$ cat src/rtl/exc_entry_pkg.sv
package exc_entry_pkg;
  typedef enum logic [1:0] {
    EXC_GENERAL = 2'd0,
    EXC_ERROR   = 2'd1,
    EXC_DEBUG   = 2'd2,
    EXC_NONE    = 2'd3
  } exc_class_e;

  localparam int unsigned CODE_W = 5;

  localparam logic [CODE_W-1:0] CODE_INT  = 5'd0;
  localparam logic [CODE_W-1:0] CODE_TLBL = 5'd2;
  localparam logic [CODE_W-1:0] CODE_TLBS = 5'd3;

  localparam logic [11:0] OFF_GENERAL = 12'h180;
  localparam logic [11:0] OFF_INTVEC  = 12'h200;
  localparam logic [11:0] OFF_REFILL  = 12'h000;
  localparam logic [11:0] OFF_BEVBASE = 12'h200;
  localparam logic [11:0] OFF_DEBUG   = 12'h480;
endpackage

$ cat src/rtl/exc_ret_addr.sv
module exc_ret_addr #(
  parameter int unsigned ADDR_W = 32
) (
  input  logic [ADDR_W-1:0] pc_i,
  input  logic              delay_slot_i,
  output logic [ADDR_W-1:0] ret_addr_o,
  output logic              bd_o
);
  localparam logic [ADDR_W-1:0] INSN_BYTES = ADDR_W'(4);

  // Restart at the branch when the fault sits in its delay slot
  always_comb begin
    ret_addr_o = delay_slot_i ? (pc_i - INSN_BYTES) : pc_i;
    bd_o       = delay_slot_i;
  end
endmodule

$ cat src/rtl/exc_vec_sel.sv
module exc_vec_sel
  import exc_entry_pkg::*;
#(
  parameter int unsigned  ADDR_W    = 32,
  parameter logic [31:0]  BOOT_BASE = 32'hBFC0_0000
) (
  input  exc_class_e        class_i,
  input  logic [CODE_W-1:0] code_i,
  input  logic              tlb_nomatch_i,
  input  logic              exl_i,
  input  logic              bev_i,
  input  logic              iv_i,
  input  logic [ADDR_W-1:0] ebase_i,
  output logic [ADDR_W-1:0] target_o
);
  localparam int unsigned      EBASE_LSB = 10;
  localparam logic [ADDR_W-1:0] BOOT_A   = ADDR_W'(BOOT_BASE);
  localparam logic [ADDR_W-1:0] EB_MASK  = ~((ADDR_W'(1) << EBASE_LSB) - ADDR_W'(1));

  logic [11:0]       gen_off;
  logic [ADDR_W-1:0] gen_base;
  logic              is_tlb;

  always_comb begin
    is_tlb = (code_i == CODE_TLBL) || (code_i == CODE_TLBS);
    if (code_i == CODE_INT && iv_i)               gen_off = OFF_INTVEC;
    else if (is_tlb && tlb_nomatch_i && !exl_i)   gen_off = OFF_REFILL;
    else                                          gen_off = OFF_GENERAL;
    gen_base = bev_i ? (BOOT_A + ADDR_W'(OFF_BEVBASE)) : (ebase_i & EB_MASK);

    unique case (class_i)
      EXC_ERROR: target_o = BOOT_A;
      EXC_DEBUG: target_o = BOOT_A + ADDR_W'(OFF_DEBUG);
      default:   target_o = gen_base + ADDR_W'(gen_off);
    endcase
  end
endmodule

$ cat src/rtl/exc_entry.sv
module exc_entry
  import exc_entry_pkg::*;
#(
  parameter int unsigned ADDR_W    = 32,
  parameter logic [31:0] BOOT_BASE = 32'hBFC0_0000
) (
  input  logic              clk_i,
  input  logic              rst_ni,
  input  logic              exc_req_i,
  input  logic [1:0]        exc_class_i,
  input  logic [4:0]        exc_code_i,
  input  logic              tlb_nomatch_i,
  input  logic [ADDR_W-1:0] pc_i,
  input  logic              delay_slot_i,
  input  logic [ADDR_W-1:0] ebase_i,
  input  logic              exl_i,
  input  logic              bev_i,
  input  logic              iv_i,
  output logic              redirect_o,
  output logic [ADDR_W-1:0] redirect_pc_o,
  output logic              epc_we_o,
  output logic [ADDR_W-1:0] epc_o,
  output logic              bd_o,
  output logic              cause_we_o,
  output logic [4:0]        cause_code_o,
  output logic              exl_set_o,
  output logic              errorepc_we_o,
  output logic [ADDR_W-1:0] errorepc_o,
  output logic              erl_set_o,
  output logic              bev_set_o,
  output logic              depc_we_o,
  output logic [ADDR_W-1:0] depc_o,
  output logic              debug_enter_o
);
  exc_class_e        cls;
  logic [ADDR_W-1:0] target, ret_addr;
  logic              ret_bd;
  logic              take, is_gen, is_err, is_dbg;

  assign cls = exc_class_e'(exc_class_i);

  exc_vec_sel #(.ADDR_W(ADDR_W), .BOOT_BASE(BOOT_BASE)) u_vec (
    .class_i      (cls),
    .code_i       (exc_code_i),
    .tlb_nomatch_i(tlb_nomatch_i),
    .exl_i        (exl_i),
    .bev_i        (bev_i),
    .iv_i         (iv_i),
    .ebase_i      (ebase_i),
    .target_o     (target)
  );

  exc_ret_addr #(.ADDR_W(ADDR_W)) u_ret (
    .pc_i        (pc_i),
    .delay_slot_i(delay_slot_i),
    .ret_addr_o  (ret_addr),
    .bd_o        (ret_bd)
  );

  always_comb begin
    take   = exc_req_i && (cls != EXC_NONE);
    is_gen = take && (cls == EXC_GENERAL);
    is_err = take && (cls == EXC_ERROR);
    is_dbg = take && (cls == EXC_DEBUG);
  end

  // Strobes: one-cycle pulses
  always_ff @(posedge clk_i or negedge rst_ni) begin
    if (!rst_ni) begin
      redirect_o    <= 1'b0;
      epc_we_o      <= 1'b0;
      cause_we_o    <= 1'b0;
      exl_set_o     <= 1'b0;
      errorepc_we_o <= 1'b0;
      erl_set_o     <= 1'b0;
      bev_set_o     <= 1'b0;
      depc_we_o     <= 1'b0;
      debug_enter_o <= 1'b0;
    end else begin
      redirect_o    <= take;
      epc_we_o      <= is_gen && !exl_i;
      exl_set_o     <= is_gen && !exl_i;
      cause_we_o    <= is_gen;
      errorepc_we_o <= is_err;
      erl_set_o     <= is_err;
      bev_set_o     <= is_err;
      depc_we_o     <= is_dbg;
      debug_enter_o <= is_dbg;
    end
  end

  // Data: captured only when the matching strobe fires
  always_ff @(posedge clk_i or negedge rst_ni) begin
    if (!rst_ni) begin
      redirect_pc_o <= '0;
      epc_o         <= '0;
      bd_o          <= 1'b0;
      cause_code_o  <= '0;
      errorepc_o    <= '0;
      depc_o        <= '0;
    end else begin
      if (take) redirect_pc_o <= target;
      if (is_gen && !exl_i) begin
        epc_o <= ret_addr;
        bd_o  <= ret_bd;
      end
      if (is_gen) cause_code_o <= exc_code_i;
      if (is_err) errorepc_o   <= ret_addr;
      if (is_dbg) depc_o       <= ret_addr;
    end
  end
endmodule

$ cat config.mk
export PLATFORM = sky130hd
export DESIGN_NAME = exc_entry
export DESIGN_NICKNAME = d
export VERILOG_FILES = /design/src/rtl/exc_entry_pkg.sv /design/src/rtl/exc_ret_addr.sv /design/src/rtl/exc_vec_sel.sv /design/src/rtl/exc_entry.sv
export SDC_FILE = /design/constraint.sdc
export NUM_CORES = 1
export LEC_CHECK = 0
export BUFFER_PORTS_ARGS = -buffer_cell sky130_fd_sc_hd__buf_4
export CORE_AREA = 4 4 127 129
export CTS_CLUSTER_DIAMETER = 150
export DETAILED_ROUTE_END_ITERATION = 8
export DIE_AREA = 0 0 131 133
export HOLD_SLACK_MARGIN = 0.02
export PLACE_DENSITY = 0.66
export SLEW_MARGIN = 20
export SYNTH_ARGS = -nofsm -noshare
export SYNTH_HDL_FRONTEND = slang
export SYNTH_SLANG_ARGS = --single-unit
$ cat constraint.sdc
create_clock -name clk_i -period 1.8 [get_ports clk_i]
set_input_delay 0.36 -clock clk_i [delete_from_list [all_inputs] [get_ports clk_i]]
set_output_delay 0.36 -clock clk_i [all_outputs]
set_load 0.05 [all_outputs]
* Yosys cells after proc, flatten, opt, wreduce, memory -nomap -nowiden
Index checks and enable logic that the tools add are counted.
W data, S select, Z words.
** Cells by class
- Add/subtract/negate cells :: 2
- Multipliers :: 0
- Divide/modulo/power cells :: 0
- Magnitude comparators :: 0
- Equality and inequality tests :: 5
- Shifts and indexed selects :: 0
- Multiplexer cells :: 5
- Bitwise logic cells :: 0
- Reduce and logical (&&, ||, !) cells :: 12
** Operator list (number)
- $mux W32 :: 2
- $pmux W32 S2 :: 1
- $add A32 B12 Y32 :: 1
- $sub A32 B3 Y32 const B :: 1
- $eq A5 B2 Y1 const B :: 2
- $mux W10 :: 1
- $mux W9 :: 1
- $logic_and A1 B1 Y1 :: 8
- $logic_not A5 Y1 :: 1
- $eq A2 B1 Y1 const B :: 1
- $eq A2 B2 Y1 const B :: 1
- $logic_not A2 Y1 :: 1
- $ne A2 B2 Y1 const B :: 1
- $logic_not A1 Y1 :: 1
- $logic_or A1 B1 Y1 :: 1
** Word-level totals
- Register bits :: 139
- Bits in latches :: 0
- RAM bits :: 0
- Memory bits (read-only) :: 0
- Input bits :: 79
- Output and inout port bits :: 143
- Word-level logic and storage cells :: 35
- Memories kept :: 0

* Longest topological paths before layout
- Depth after elaboration :: 8
- Mapped depth :: 8
- Gate-level depth less buffers :: 8

* By module
A second synthesis with hierarchy kept.
** Second synthesis, totals
- Cell total of the unflattened synthesis :: 496
- Area, all modules :: 6478.7 um^2
** By module, submodules not included
- exc_entry :: times used 1, cells each 298, area each 5158.7 um^2, sequential area each 3478.3 um^2
- exc_vec_sel :: times used 1, cells each 112, area each 695.7 um^2, sequential area each 0.0 um^2
- exc_ret_addr :: times used 1, cells each 86, area each 624.3 um^2, sequential area each 0.0 um^2

* Least setup slack after synthesis
OpenSTA, ideal clock, no wires.
- Path kind :: input to register
- Start :: input exc_code_i[3]
- End :: register redirect_pc_o[30]
- Setup time :: 0.121 ns
- Arrival :: 2.150 ns
- Required time :: 1.679 ns
- Path slack :: -0.471 ns
- Stages :: 8
- Path buffers :: 0
- Path through :: nor3_1 -> and3_1 -> ha_1 -> nand4_1 -> nor4_2 -> nand4_1 -> xnor2_1 -> a22o_1
** Between the ends
- Word-level cells in the longest chain between the ends :: 8
- Elaborated cells on any way between the ends :: 11
- Those cells by class :: add/sub (1); eq/ne (2); mux (3); reduce/logical (5)
** Ends and longest elaborated chain
- start, declared :: line exc_entry.sv:11 : input logic [4:0] exc_code_i,
- $eq A5 B2 Y1 :: line exc_vec_sel.sv:25 : is_tlb = (code_i == CODE_TLBL) || (code_i == CODE_TLBS);
- $logic_or A1 B1 Y1 :: line exc_vec_sel.sv:25
- $logic_and A1 B1 Y1 (2 in a row) :: line exc_vec_sel.sv:27 : else if (is_tlb && tlb_nomatch_i && !exl_i) gen_off = OFF_REFILL;
- $mux W9 :: line exc_vec_sel.sv:27
- $mux W10 (*) :: line exc_vec_sel.sv:26 : if (code_i == CODE_INT && iv_i) gen_off = OFF_INTVEC;
- $add A32 B12 Y32 (*) :: line exc_vec_sel.sv:34 : default: target_o = gen_base + ADDR_W'(gen_off);
- $pmux W32 S2 (*) :: line exc_vec_sel.sv:31 : unique case (class_i)
- end signal, assigned :: line exc_entry.sv:102 : if (take) redirect_pc_o <= target;
- end, declared :: line exc_entry.sv:20 : output logic [ADDR_W-1:0] redirect_pc_o,
Mark *: on every way between the ends. The rest lies on a longest branch, timed or not.
A chain may end at the register's enable or synchronous reset.

* Worst setup path in the final report
- Start :: input exc_code_i[3]
- End :: register redirect_pc_o[31]
Same word-level chain as after synthesis.

==> out/summary.txt <==
Drt wl/cell = 16.4 µm
Fin area = 0.00890 mm²
R2r setup slk = 1040 ps
TritonCTS clock tree = yes
Netlist cell types = 48
Number of failing hold endpoints at the final stage = 0
Clock power share = 32.0%
Post-Synthesis Cell Area = 0.00590 mm²
Most used cell along the critical path = sky130_fd_sc_hd__nand4_1
Maximum number of buffers from clock root to sink = 2
Number of warnings issued by yosys = 0
Max layer used = met4
Gate count after technology mapping = 574
Sink Count = 132
Global-route wire length before repair = 27100 µm
Final setup vio count = 0
Die area = 0.0174 mm²
Crit path max-delay family = simple AND/OR/NAND/NOR gates
Latest clock arrival within the worst-skew pair = 410 ps
Worst Min Path Start = ebase_i[12]
Starting density of the core = 39.3%
Min Clock Period, post-route = 1750 ps
Maximum cell stage delay along the critical path = 240 ps
Die height = 133 µm
VDD IR max = 0.000568 V
Number of antenna violations at the first check in global routing = 0
Number of routed nets with antenna violations = 0
CP Class = in -> reg
Detailed-route wire length = 17300 µm
Start point of the critical path = exc_code_i[3]
Critical-path cell list = buf_8, nor3_4, and3_4, ha_4, nand4_1, buf_6, nor4_4, buf_4, nand4_1, xor2_1, a21oi_1
Number of flops mapped to enable cells by yosys = 0
Internal power = 0.00701 W
Post-synthesis register bit count = 132
Cell type of the slowest stage on the worst timing path = sky130_fd_sc_hd__nor4_4
Fin. max-slew vios = 0
Placement-stage worst setup slack = -358 ps
Standard-cell rows = 45
Total routing resource utilization after global routing = 19.8%
Maximum frequency from static timing analysis = 572 MHz
Outcome = finished clean
Worst Path Max Fanout = 6
Part of the Yosys area used for sequential elements = 56.0%
Share of the clock period used by the worst path = 97.1%
Clock buffer count from CTS = 17
Final RePlAce weighted congestion = 0.865
Post-route DRC = 0
Count of buffer and inverter cells on the critical path = 3
Leakage component of the power = 4.24 nW
Average size of a mapped cell = 10.3 µm²
Psw = 0.00435 W
Sum of negative setup slack = 0 ps
Synth top area share = 56.0%
Class of the most critical hold timing path = in -> reg
IO Port Bufs = 204
Post-DP Area = 0.00824 mm²
Fraction of power spent switching nets = 38.3%
Largest net degree at the start of global routing = 61
First-pass DRT Iterations = 4
Setup Skew = 0 ps
Overflow left after global routing = 0
Min setup slack post-route = 52.7 ps
Synth area leaders = sky130_fd_sc_hd__dfrtp_1 (56%), sky130_fd_sc_hd__nand2_1 (5.4%), sky130_fd_sc_hd__xnor2_1 (5.0%)
Clock-pin slew on the worst setup and hold paths = 60 ps
Wire length on met3 = 1300 µm
Avg Vias per Cell = 4.93
Cell type with the largest total area after synthesis = sky130_fd_sc_hd__dfrtp_1
Number of vias in the routed layout = 5188
Total length of routed met2 wires = 8410 µm
Met1 wire length = 7340 µm
Gate power share = 34.3%
Share of synthesized flip-flops with an asynchronous set or reset = 100%
Hold path depth = 2
PwrDens = 1280 mW/mm²
DP HPWL = 13400 µm
Req. time, crit path = 2100 ps
Number of primary I/O pins = 222
Die W = 131 µm
Sequential fraction of design power = 33.7%
Number of global-route vias before repair = 5306
WP depth = 11
Number of DRC violations after detailed-routing iteration 0 = 191
Kind of end point of the critical path = flop
Number of antenna diodes = 0
Layout-stage area growth over the synthesis result = 50.8%
Area of the core = 0.0150 mm²
Tightest hold margin = 173 ps
Buffer cell driving the clock tree root = sky130_fd_sc_hd__clkbuf_16
Crit path arrival time = 2050 ps
Proportion of layout cells with a drive suffix above 1 = 41.7%
Beginning of the worst register-to-register path = depc_o[1]$_DFFE_PN0P_
Total Nets Final = 937
Startpoint class of the critical path = input pin
Total number of H-tree levels = 4
Top FF cell, synth = sky130_fd_sc_hd__dfrtp_1
Setup repair after global routing missed its margin = yes
Number of cells on the worst reg-to-reg path = 1
Max-Cap Viols = 0
-- power groups by stage --
stage               sequential (W)  clock, W  combinational (W)
detailed placement         0.00388         0            0.00392
global placement           0.00386         0            0.00388
CTS                        0.00384   0.00372            0.00393
floorplan                  0.00567         0           0.000629
finish                     0.00383   0.00364            0.00390
global route               0.00389   0.00387            0.00410
-- state kept, by name, summed over array words and instances (netlist names) --
register and cells:
depc_o 32, epc_o 32, errorepc_o 32, redirect_pc_o 25
cause_code_o 5, bd_o 1, bev_set_o 1, cause_we_o 1
debug_enter_o 1, exl_set_o 1, redirect_o 1
-- worst paths after layout --
path | to
worst min-delay path | redirect_pc_o[12]$_DFFE_PN0P_
worst min register to register | depc_o[23]$_DFFE_PN0P_
worst max-delay path | redirect_pc_o[31]$_DFFE_PN0P_
worst max register to register | depc_o[1]$_DFFE_PN0P_
max in group asynchronous | depc_o[2]$_DFFE_PN0P_
min in group asynchronous | depc_o[27]$_DFFE_PN0P_
-- cell type report --
class	instances	area [µm²]
Fill cell	1266	6130
Sequential cell	132	3300
Clock buffer	18	439
Timing Repair Buffer	287	2230
Tap cell	188	235
Clock inverter	13	183
Multi-Input combinational cell	404	2470
Inverter	10	37.5
-- cells by family after synthesis --
family / Yosys count / synth area share (%)
mux: 15 / 2.84
compound gates: 119 / 11.0
xor+xnor: 45 / 6.68
buf+inv: 44 / 3.60
flops: 132 / 56.0
fa+ha+maj: 6 / 1.27
other cells: 1 / 0.0636
simple gates: 212 / 18.6
-- synthesized netlist by cell type (2+ instances only) --
library cell / instances
sky130_fd_sc_hd__ha_1: 6
sky130_fd_sc_hd__or3_1: 5
sky130_fd_sc_hd__and3_1: 4
sky130_fd_sc_hd__dfrtp_1: 132
sky130_fd_sc_hd__clkbuf_1: 19
sky130_fd_sc_hd__nand3_1: 7
sky130_fd_sc_hd__a22o_1: 7
sky130_fd_sc_hd__nor4_2: 4
sky130_fd_sc_hd__or2_2: 2
sky130_fd_sc_hd__mux2_2: 14
sky130_fd_sc_hd__a21oi_1: 36
sky130_fd_sc_hd__nor2_1: 57
sky130_fd_sc_hd__nand2_1: 85
sky130_fd_sc_hd__nor4b_2: 2
sky130_fd_sc_hd__o21ai_1: 10
sky130_fd_sc_hd__buf_2: 2
sky130_fd_sc_hd__or3_4: 4
sky130_fd_sc_hd__nor3_1: 12
sky130_fd_sc_hd__buf_4: 12
sky130_fd_sc_hd__nand4_2: 2
sky130_fd_sc_hd__inv_1: 9
sky130_fd_sc_hd__xor2_1: 11
sky130_fd_sc_hd__nor3_2: 2
sky130_fd_sc_hd__nor4_1: 5
sky130_fd_sc_hd__nand2b_1: 5
sky130_fd_sc_hd__o21ai_0: 57
sky130_fd_sc_hd__nand4_1: 7
sky130_fd_sc_hd__xnor2_1: 34
sky130_fd_sc_hd__a31oi_1: 3
-- per-stage QoR --
| step | std cells | util, % | power, W |
|---|---|---|---|
| after global routing | 1052 | 59.2 | 0.0119 |
| after floorplan | 580 | - | 0.00630 |
| after detailed placement | 1018 | 54.8 | 0.00781 |
| after global placement | 1018 | 54.8 | 0.00774 |
| after CTS | 1050 | 59.0 | 0.0115 |
| final | 1052 | 59.2 | 0.0114 |
-- layer usage --
layer  track usage (%)  vias up
met1              25.0     2495
met3              7.19       20
li1                  -     2497
met4              6.06        0
met5                 0        -
met2              31.5      176
-- cell usage in the layout (no fill, tap or decap), drive strengths merged, types with 14 or more instances in the layout --
cell type,count
nand2,85
nor3,15
o21ai,67
dfrtp,132
buf,286
a21oi,37
xnor2,34
mux2,14
nor2,58
clkbuf,18
-- timing repair --
| action | in CTS | in global routing |
|---|---|---|
| resized for setup | 0 | 4 |
| hold endpoints to repair | 26 | 0 |
| endpoints found under the setup margin | 0 | 5 |
| buffers inserted | 0 | 2 |
| hold buffers | 1 | 0 |
Note: power is estimated with default switching activity, not from simulation.
